$ cat config.mk
export PLATFORM = sky130hd
export DESIGN_NAME = npfifo
export DESIGN_NICKNAME = d
export VERILOG_FILES = /design/src/rtl/npfifo_pkg.sv /design/src/rtl/npfifo_ptr.sv /design/src/rtl/npfifo_occ.sv /design/src/rtl/npfifo_mem.sv /design/src/rtl/npfifo.sv
export SDC_FILE = /design/constraint.sdc
export NUM_CORES = 1
export LEC_CHECK = 0
export ABC_AREA = 1
export CAP_MARGIN = 20
export CORE_MARGIN = 3
export CORE_UTILIZATION = 60
export CTS_BUF_LIST = sky130_fd_sc_hd__clkbuf_4 sky130_fd_sc_hd__clkbuf_8
export DETAILED_ROUTE_END_ITERATION = 10
export GPL_TIMING_DRIVEN = 0
export PLACE_DENSITY = 0.8
export SYNTH_ARGS = -nofsm -noshare
export SYNTH_HDL_FRONTEND = slang
export SYNTH_SLANG_ARGS = --single-unit
$ cat constraint.sdc
create_clock -name clk -period 3.1 [get_ports clk]
set_input_delay 0.465 -clock clk [delete_from_list [all_inputs] [get_ports clk]]
set_output_delay 0.465 -clock clk [all_outputs]
set_load 0.05 [all_outputs]
$ cat src/rtl/npfifo_pkg.sv
package npfifo_pkg;

    typedef enum logic {
        DIR_DOWN = 1'b0,
        DIR_UP   = 1'b1
    } ptr_dir_e;

    typedef struct packed {
        logic full;
        logic empty;
        logic afull;
        logic aempty;
        logic half;
    } occ_flags_t;

    function automatic int unsigned np_depth(int unsigned n, int unsigned m);
        return (32'd1 << n) - (32'd1 << m);
    endfunction

    function automatic int unsigned np_start(ptr_dir_e d, int unsigned n, int unsigned m);
        return (d == DIR_DOWN) ? np_depth(n, m) - 1 : (32'd1 << m);
    endfunction

endpackage

$ cat src/rtl/npfifo_ptr.sv
module npfifo_ptr
    import npfifo_pkg::*;
#(
    parameter int unsigned ADDR_W  = 4,
    parameter int unsigned CUT_BIT = 2,
    parameter ptr_dir_e    DIR     = DIR_DOWN
) (
    input  logic              clk,
    input  logic              rst,
    input  logic              step,
    output logic [ADDR_W-1:0] idx
);
    localparam logic [ADDR_W-1:0] START = ADDR_W'(np_start(DIR, ADDR_W, CUT_BIT));
    localparam logic [ADDR_W-1:0] BASE  = ADDR_W'(32'd1 << CUT_BIT);

    logic [ADDR_W-1:0] ptr;
    logic [ADDR_W-1:0] raw;
    logic [ADDR_W-1:0] nxt;
    logic              edge_bit;

    always_ff @(posedge clk) begin
        if (rst)       ptr <= START;
        else if (step) ptr <= nxt;
    end

    generate
        if (DIR == DIR_DOWN) begin : gen_down
            always_comb begin
                {edge_bit, raw} = {1'b0, ptr} - (ADDR_W+1)'(1);
                nxt = raw;
                if (edge_bit) nxt[CUT_BIT] = 1'b0;
            end
            assign idx = ptr;

            AST_DOWN_RANGE: assert property (@(posedge clk) disable iff (rst)
                ptr <= START);
            AST_DOWN_WRAP: assert property (@(posedge clk) disable iff (rst)
                (ptr == '0 && step) |=> ptr == START);
        end else begin : gen_up
            always_comb begin
                {edge_bit, raw} = {1'b0, ptr} + (ADDR_W+1)'(1);
                nxt = raw;
                if (edge_bit) nxt[CUT_BIT] = 1'b1;
            end
            assign idx = ptr - BASE;

            AST_UP_RANGE: assert property (@(posedge clk) disable iff (rst)
                ptr >= START);
            AST_UP_WRAP: assert property (@(posedge clk) disable iff (rst)
                (ptr == '1 && step) |=> ptr == START);
        end
    endgenerate

endmodule

$ cat src/rtl/npfifo_occ.sv
module npfifo_occ
    import npfifo_pkg::*;
#(
    parameter int unsigned DEPTH      = 12,
    parameter int unsigned AFULL_LVL  = 10,
    parameter int unsigned AEMPTY_LVL = 2,
    localparam int unsigned CNT_W     = $clog2(DEPTH + 1)
) (
    input  logic             clk,
    input  logic             rst,
    input  logic             wr_en,
    input  logic             rd_en,
    output logic             wr_ok,
    output logic             rd_ok,
    output logic [CNT_W-1:0] count,
    output occ_flags_t       flags
);
    always_comb begin
        flags.full   = (count == CNT_W'(DEPTH));
        flags.empty  = (count == '0);
        flags.afull  = (count >= CNT_W'(AFULL_LVL));
        flags.aempty = (count <= CNT_W'(AEMPTY_LVL));
        flags.half   = (count >= CNT_W'(DEPTH / 2));
    end

    assign rd_ok = rd_en && !flags.empty;
    assign wr_ok = wr_en && (!flags.full || rd_en);

    always_ff @(posedge clk) begin
        if (rst) begin
            count <= '0;
        end else begin
            case ({wr_ok, rd_ok})
                2'b10:   count <= count + 1'b1;
                2'b01:   count <= count - 1'b1;
                default: count <= count;
            endcase
        end
    end

    AST_CNT_RANGE: assert property (@(posedge clk) disable iff (rst)
        count <= CNT_W'(DEPTH));
    AST_NO_OVERFLOW: assert property (@(posedge clk) disable iff (rst)
        (flags.full && wr_en && !rd_en) |=> $stable(count));
    AST_NO_UNDERFLOW: assert property (@(posedge clk) disable iff (rst)
        (flags.empty && rd_en && !wr_en) |=> $stable(count));
    AST_PAIR_HOLD: assert property (@(posedge clk) disable iff (rst)
        (wr_en && rd_en && !flags.empty) |=> $stable(count));
    AST_FLAG_EXCL: assert property (@(posedge clk) disable iff (rst)
        !(flags.full && flags.empty));

endmodule

$ cat src/rtl/npfifo_mem.sv
module npfifo_mem #(
    parameter int unsigned DATA_W = 8,
    parameter int unsigned DEPTH  = 12,
    parameter int unsigned IDX_W  = 4
) (
    input  logic              clk,
    input  logic              rst,
    input  logic              we,
    input  logic [IDX_W-1:0]  widx,
    input  logic [DATA_W-1:0] wdata,
    input  logic              re,
    input  logic [IDX_W-1:0]  ridx,
    output logic [DATA_W-1:0] rdata
);
    logic [DATA_W-1:0] store [DEPTH];

    always_ff @(posedge clk) begin
        if (we) store[widx] <= wdata;
    end

    always_ff @(posedge clk) begin
        if (rst)     rdata <= '0;
        else if (re) rdata <= store[ridx];
    end

    AST_WIDX_RANGE: assert property (@(posedge clk) disable iff (rst)
        we |-> (32'(widx) < DEPTH));
    AST_RIDX_RANGE: assert property (@(posedge clk) disable iff (rst)
        re |-> (32'(ridx) < DEPTH));
    AST_RDATA_HOLD: assert property (@(posedge clk) disable iff (rst)
        !re |=> $stable(rdata));

endmodule

$ cat src/rtl/npfifo.sv
module npfifo
    import npfifo_pkg::*;
#(
    parameter int unsigned DATA_W     = 8,
    parameter int unsigned ADDR_W     = 4,
    parameter int unsigned CUT_BIT    = 2,
    parameter ptr_dir_e    DIR        = DIR_DOWN,
    parameter int unsigned AFULL_LVL  = 10,
    parameter int unsigned AEMPTY_LVL = 2,
    localparam int unsigned DEPTH     = np_depth(ADDR_W, CUT_BIT),
    localparam int unsigned CNT_W     = $clog2(DEPTH + 1)
) (
    input  logic              clk,
    input  logic              rst,
    input  logic              wr_en,
    input  logic [DATA_W-1:0] wr_data,
    input  logic              rd_en,
    output logic [DATA_W-1:0] rd_data,
    output logic              full,
    output logic              empty,
    output logic              almost_full,
    output logic              almost_empty,
    output logic              half_full,
    output logic [CNT_W-1:0]  count
);
    logic              wr_ok;
    logic              rd_ok;
    occ_flags_t        flags;
    logic [ADDR_W-1:0] widx;
    logic [ADDR_W-1:0] ridx;

    npfifo_occ #(
        .DEPTH      (DEPTH),
        .AFULL_LVL  (AFULL_LVL),
        .AEMPTY_LVL (AEMPTY_LVL)
    ) u_occ (
        .clk   (clk),
        .rst   (rst),
        .wr_en (wr_en),
        .rd_en (rd_en),
        .wr_ok (wr_ok),
        .rd_ok (rd_ok),
        .count (count),
        .flags (flags)
    );

    npfifo_ptr #(.ADDR_W(ADDR_W), .CUT_BIT(CUT_BIT), .DIR(DIR)) u_wptr (
        .clk  (clk),
        .rst  (rst),
        .step (wr_ok),
        .idx  (widx)
    );

    npfifo_ptr #(.ADDR_W(ADDR_W), .CUT_BIT(CUT_BIT), .DIR(DIR)) u_rptr (
        .clk  (clk),
        .rst  (rst),
        .step (rd_ok),
        .idx  (ridx)
    );

    npfifo_mem #(.DATA_W(DATA_W), .DEPTH(DEPTH), .IDX_W(ADDR_W)) u_mem (
        .clk   (clk),
        .rst   (rst),
        .we    (wr_ok),
        .widx  (widx),
        .wdata (wr_data),
        .re    (rd_ok),
        .ridx  (ridx),
        .rdata (rd_data)
    );

    assign full         = flags.full;
    assign empty        = flags.empty;
    assign almost_full  = flags.afull;
    assign almost_empty = flags.aempty;
    assign half_full    = flags.half;

    AST_PTR_MATCH_EMPTY: assert property (@(posedge clk) disable iff (rst)
        empty |-> (widx == ridx));
    AST_PTR_MATCH_FULL: assert property (@(posedge clk) disable iff (rst)
        full |-> (widx == ridx));

endmodule

* Word-level counts from Yosys, hierarchy flattened
Memories as Yosys holds them, arrays and structs flattened. A register that Yosys moved wholly into a read port is not among the register bits.
Index checks and enable logic that the tools add are counted.
** Word-level totals
- Register bits after elaboration :: 12
- RAM bits :: 96
- Output and inout bits :: 17
- Logic and storage cells :: 26
- Memories kept :: 1
** Memories
- u_mem.store :: depth 12, bits a word 8, read ports 1, clocked after Yosys merged registers in 1, wr ports 1, line npfifo_mem.sv:15 : logic [DATA_W-1:0] store [DEPTH];
** Cells by class
- Add/sub/neg operators :: 4
- Order comparisons :: 3
- Equal/unequal tests :: 3
- Multiplexer cells :: 5
- Reductions and logical operators :: 7
** Operator list (count)
- 4-bit by 1-bit subtractor with 5-bit output, second input constant :: 2
- 4-bit case mux with 2 select lines :: 1
- 4-bit by 1-bit adder with 4-bit output, second input constant :: 1
- 4-bit equality test, second input constant :: 1
- 4-bit by 3-bit greater-or-equal comparator with 1-bit output, second input constant :: 1
- 4-bit greater-or-equal comparator, second input constant :: 1
- 4-bit by 2-bit <= comparator with 1-bit output, second input constant :: 1
- 4-bit zero test :: 1
- 1-bit two-way mux :: 4
- 4-bit by 1-bit subtractor with 4-bit output, second input constant :: 1
- 2-bit by 1-bit equality test with 1-bit output, second input constant :: 1
- 2-bit equality test, second input constant :: 1
- 1-bit logical AND :: 2
- 1-bit zero test :: 2
- 2-bit nonzero test :: 1
- 1-bit logical OR :: 1

* Logic depth before layout (Yosys ltp)
- Depth after elaboration :: 6
- Gate-level depth with buffers :: 12

* Modules after synthesis
Synthesis repeated with hierarchy kept, for this count alone.
** Second synthesis, totals
- Cells, all modules :: 460
- Area total of the unflattened synthesis :: 4909.7 um^2
** By module, submodules not included
- npfifo_mem :: instances 1, cells an instance 357, area an instance 4204.0 um^2, sequential area each 3042.9 um^2
- npfifo_ptr :: instances 2, cells an instance 26, area an instance 181.4 um^2, sequential area each 80.1 um^2
- npfifo_occ :: instances 1, cells an instance 51, area an instance 342.8 um^2, sequential area each 80.1 um^2

* Least setup slack after synthesis
No wires, ideal clock.
- Path kind :: register to output
- From :: reg u_occ.count[1]
- To :: out half_full
- Data arrival time :: 2.002 ns
- Data required time :: 2.635 ns
- Path slack :: 0.633 ns
- Cell stages (with the launch flop) :: 3
- Cells stage by stage :: dfxtp_1 inv_1 o21ai_0
** Between the ends
- Cells in the longest elaborated chain, start to end :: 1
** Ends and longest elaborated chain
- start: declaration :: line npfifo_occ.sv:15 : output logic [CNT_W-1:0] count,
- start signal: assignment :: line npfifo_occ.sv:34 : 2'b10: count <= count + 1'b1;
- start signal: assignment :: line npfifo_occ.sv:35 : 2'b01: count <= count - 1'b1;
- start signal: assignment :: line npfifo_occ.sv:36 : default: count <= count;
- 4-bit by 3-bit greater-or-equal comparator with 1-bit output :: line npfifo_occ.sv:23 : flags.half = (count >= CNT_W'(DEPTH / 2));
- end: declaration :: line npfifo.sv:23 : output logic half_full,
No other way between the ends.

* Final worst setup path
Ends and elaborated chain as after synthesis.

==> impl_metrics.py <==
metrics = {
    "outcome": {
        "status": "completed",
    },
    "worst_setup_path": {
        "cp-start-kind": "flop",
        "worstSetupPathType": "reg2out",
        "cp.required_ns": 2.63,
        "crit_arrival_ns": 2.03,
        "end_kind": "primary output",
        "worst-path-max-fanout": 6,
        "r2r_slack_ns": 0.72,
    },
    "grt": {
        "grt_pass1_vias": 3569,
        "grt.busiest_layer": "met2",
        "grt_pass1_wl_mm": 18.1,
        "antenna_found_initial": 0,
        "gr-usage-met3_pct": 6.00,
        "gr-usage-met1_pct": 31.4,
        "grt.overflow.total": 0,
        "grt_max_degree": 17,
        "grtUsageTotal_pct": 24.6,
        "use_met2_pct": 41.3,
    },
    "clocking": {
        "ctsHoldBuffers": 0,
        "htree_levels": 4,
        "numCtsBuffers": 17,
        "clock_latency_ns": 0.43,
        "clkSinkCount": 116,
        "cts_tree": "built",
        "root_buffer": "clkbuf_8",
        "cts_buffer_depth": 2,
        "postCtsSetupBuffers": 0,
        "clk_pin_slew_ns": 0.07,
        "post_cts_resized": 0,
    },
    "pwr": {
        "switching_share_pct": 38.6,
        "power.density_nw_per_um2": 810,
        "p_clk_share_pct": 25.5,
        "max-vdd-ir-drop_uv": 438,
        "power.share.sequential_pct": 38.8,
        "switchingPower_mw": 1.85,
        "p_int_mw": 2.94,
        "combPwrFrac_pct": 35.7,
        "p_leak_nw": 2.37,
    },
    "timing": {
        "finalSetupTns_ns": 0,
        "slew_viol_final": 0,
        "setup_viol": 0,
        "slew-limit-headroom_pct": 57.8,
        "period_share_pct": 80.4,
        "min_period_ns": 2.49,
        "hold_violations": 0,
        "skew_ns": 0.00646,
        "timing.fmax_ghz": 0.401,
        "tightest_slew_ns": 0.628,
        "rsz0062_at_grt": "false",
    },
    "yosys": {
        "synth_top_cell_by_area": "edfxtp_1",
        "yosys-top-cells-area": "edfxtp_1 (57%), dfxtp_1 (7.9%), nand2_1 (7.7%)",
        "ys_ff_latch": 116,
        "synth.top_cell.area_share_pct": 56.7,
        "synth.distinct_cells": 29,
        "syn_avg_cell_area_um2": 10.8,
        "syn_area_um2": 5090,
        "yosysWarningCount": 0,
        "ys_seq_area_share_pct": 64.6,
        "syn_nets": 495,
        "netlist_instances": 473,
    },
    "place": {
        "dp_hpwl_mm": 7.86,
        "routabilityCongestion": 0.799,
        "portBuffers": 28,
    },
    "die": {
        "initial_core_util_pct": 63.8,
        "num_io_pins": 29,
        "die_y_um": 98.1,
        "rows": 32,
        "die_width_um": 98.1,
        "core-area_um2": 7970,
        "die_area_um2": 9620,
    },
    "cells_and_area": {
        "fin_util_pct": 74.2,
        "antenna_cells": 0,
        "drive_gt1_share_pct": 14.3,
        "nFillCells": 525,
        "fin_nets": 554,
        "areaGrowthSynthToFinish_pct": 16.2,
    },
    "routing": {
        "vias": 3662,
        "firstDrtPassIters": 5,
        "routed_wl_mm": 11.4,
        "drc": 0,
        "viasPerCell": 5.66,
        "ant_nets": 0,
        "drtIter0Drc": 364,
        "wire_per_inst_um": 17.6,
    },
    "hold_path": {
        "hp-class": "reg2reg",
    },
    "flow_run": {
        "cap_violations": 0,
    },
}
-- power groups by stage --
stage | Clock (mW) | Sequential (mW) | Combinational [mW]
6_report | 1.22 | 1.86 | 1.71
5_1_grt | 1.30 | 1.87 | 1.85
4_1_cts | 1.23 | 1.86 | 1.70
3_5_place_dp | 0 | 1.89 | 1.68
3_3_place_gp | 0 | 1.88 | 1.64
2_1_floorplan | 0 | 2.08 | 1.01
-- worst paths after layout --
| path | from | to | cells past startpoint |
|---|---|---|---|
| worst max-delay path | u_occ.count[1] | half_full | 3 |
| worst min-delay path | u_wptr.idx[3] | u_wptr.idx[3] | 2 |
| worst max register to register | u_occ.count[1] | u_occ.count[3] | 11 |
| worst min register to register | u_wptr.idx[3] | u_wptr.idx[3] | 2 |
-- cells in the mapped netlist (all sizes together) --
| cell | number |
|---|---|
| a211oi | 1 |
| a21oi | 17 |
| buf | 21 |
| clkbuf | 1 |
| clkinv | 2 |
| dfxtp | 20 |
| edfxtp | 96 |
| fa | 1 |
| ha | 9 |
| inv | 55 |
| nand2 | 106 |
| nand3 | 74 |
| nand3b | 2 |
| nor2 | 25 |
| nor3 | 15 |
| o211ai | 3 |
| o21ai | 22 |
| xnor2 | 3 |
-- stage by stage --
stage / setup WS, ns / instances / power, mW / hold slack [ns] / cell area, um^2
3_5_place_dp: 0.416 / 613 / 3.57 / 0.453 / 5550
5_1_grt: 0.495 / 647 / 5.02 / 0.506 / 5910
3_3_place_gp: 0.405 / 603 / 3.52 / 0.439 / 5490
6_report: 0.608 / 647 / 4.79 / 0.464 / 5910
4_1_cts: 0.622 / 645 / 4.78 / 0.467 / 5900
2_1_floorplan: 0.633 / 473 / 3.09 / 0.428 / 5090
-- layout by cell type (no fill, tap or decap), types with 13 or more instances in the layout --
cell type,count
edfxtp_1,96
dfxtp_1,20
clkbuf_8,18
a21oi_1,15
buf_2,15
nand3_1,72
nor3_1,15
nand2_1,104
o21ai_0,13
inv_1,53
clkdlybuf4s50_1,28
nor2_1,22
-- layout make-up --
class | instances | area [um^2] | area share [%]
Sequential cell | 116 | 3280 | 55.5
Multi-Input combinational cell | 278 | 1400 | 23.6
Timing Repair Buffer | 40 | 348 | 5.88
Clock buffer | 18 | 241 | 4.09
Inverter | 57 | 216 | 3.66
Buffer | 22 | 190 | 3.22
Tap cell | 102 | 128 | 2.16
Clock inverter | 14 | 108 | 1.82
-- cell families (layout without fill, tap and decap cells) --
family / after synthesis / in the layout / share of synthesized area [%]
XOR/XNOR: 3 / 3 / 0.517
AND/OR/NAND/NOR: 222 / 222 / 19.4
adder cells (fa/ha/maj): 10 / 10 / 2.61
buffers and inverters: 79 / 151 / 8.00
AO/OA/AOI/OAI: 43 / 43 / 4.90
flip-flops: 116 / 116 / 64.6
-- routing by layer --
layer	part of all wire, %	up-vias
li1	-	1718
met1	41	1776
met2	50	145
met3	7.3	23
met4	1.5	0
met5	0	-
-- state kept, by name, summed over array words and instances (netlist names) --
name / count
u_rptr.idx: 4
u_occ.count: 4
u_mem.store: 96
u_mem.rdata: 8
u_wptr.idx: 4
-- worst max-delay path: stages (launching register included) --
cell and delay [ns]:
dfxtp_1 0.44, inv_1 0.14, o21ai_0 0.18, clkdlybuf4s50_1 0.83
No activity file was read; power rests on OpenSTA's default activity.
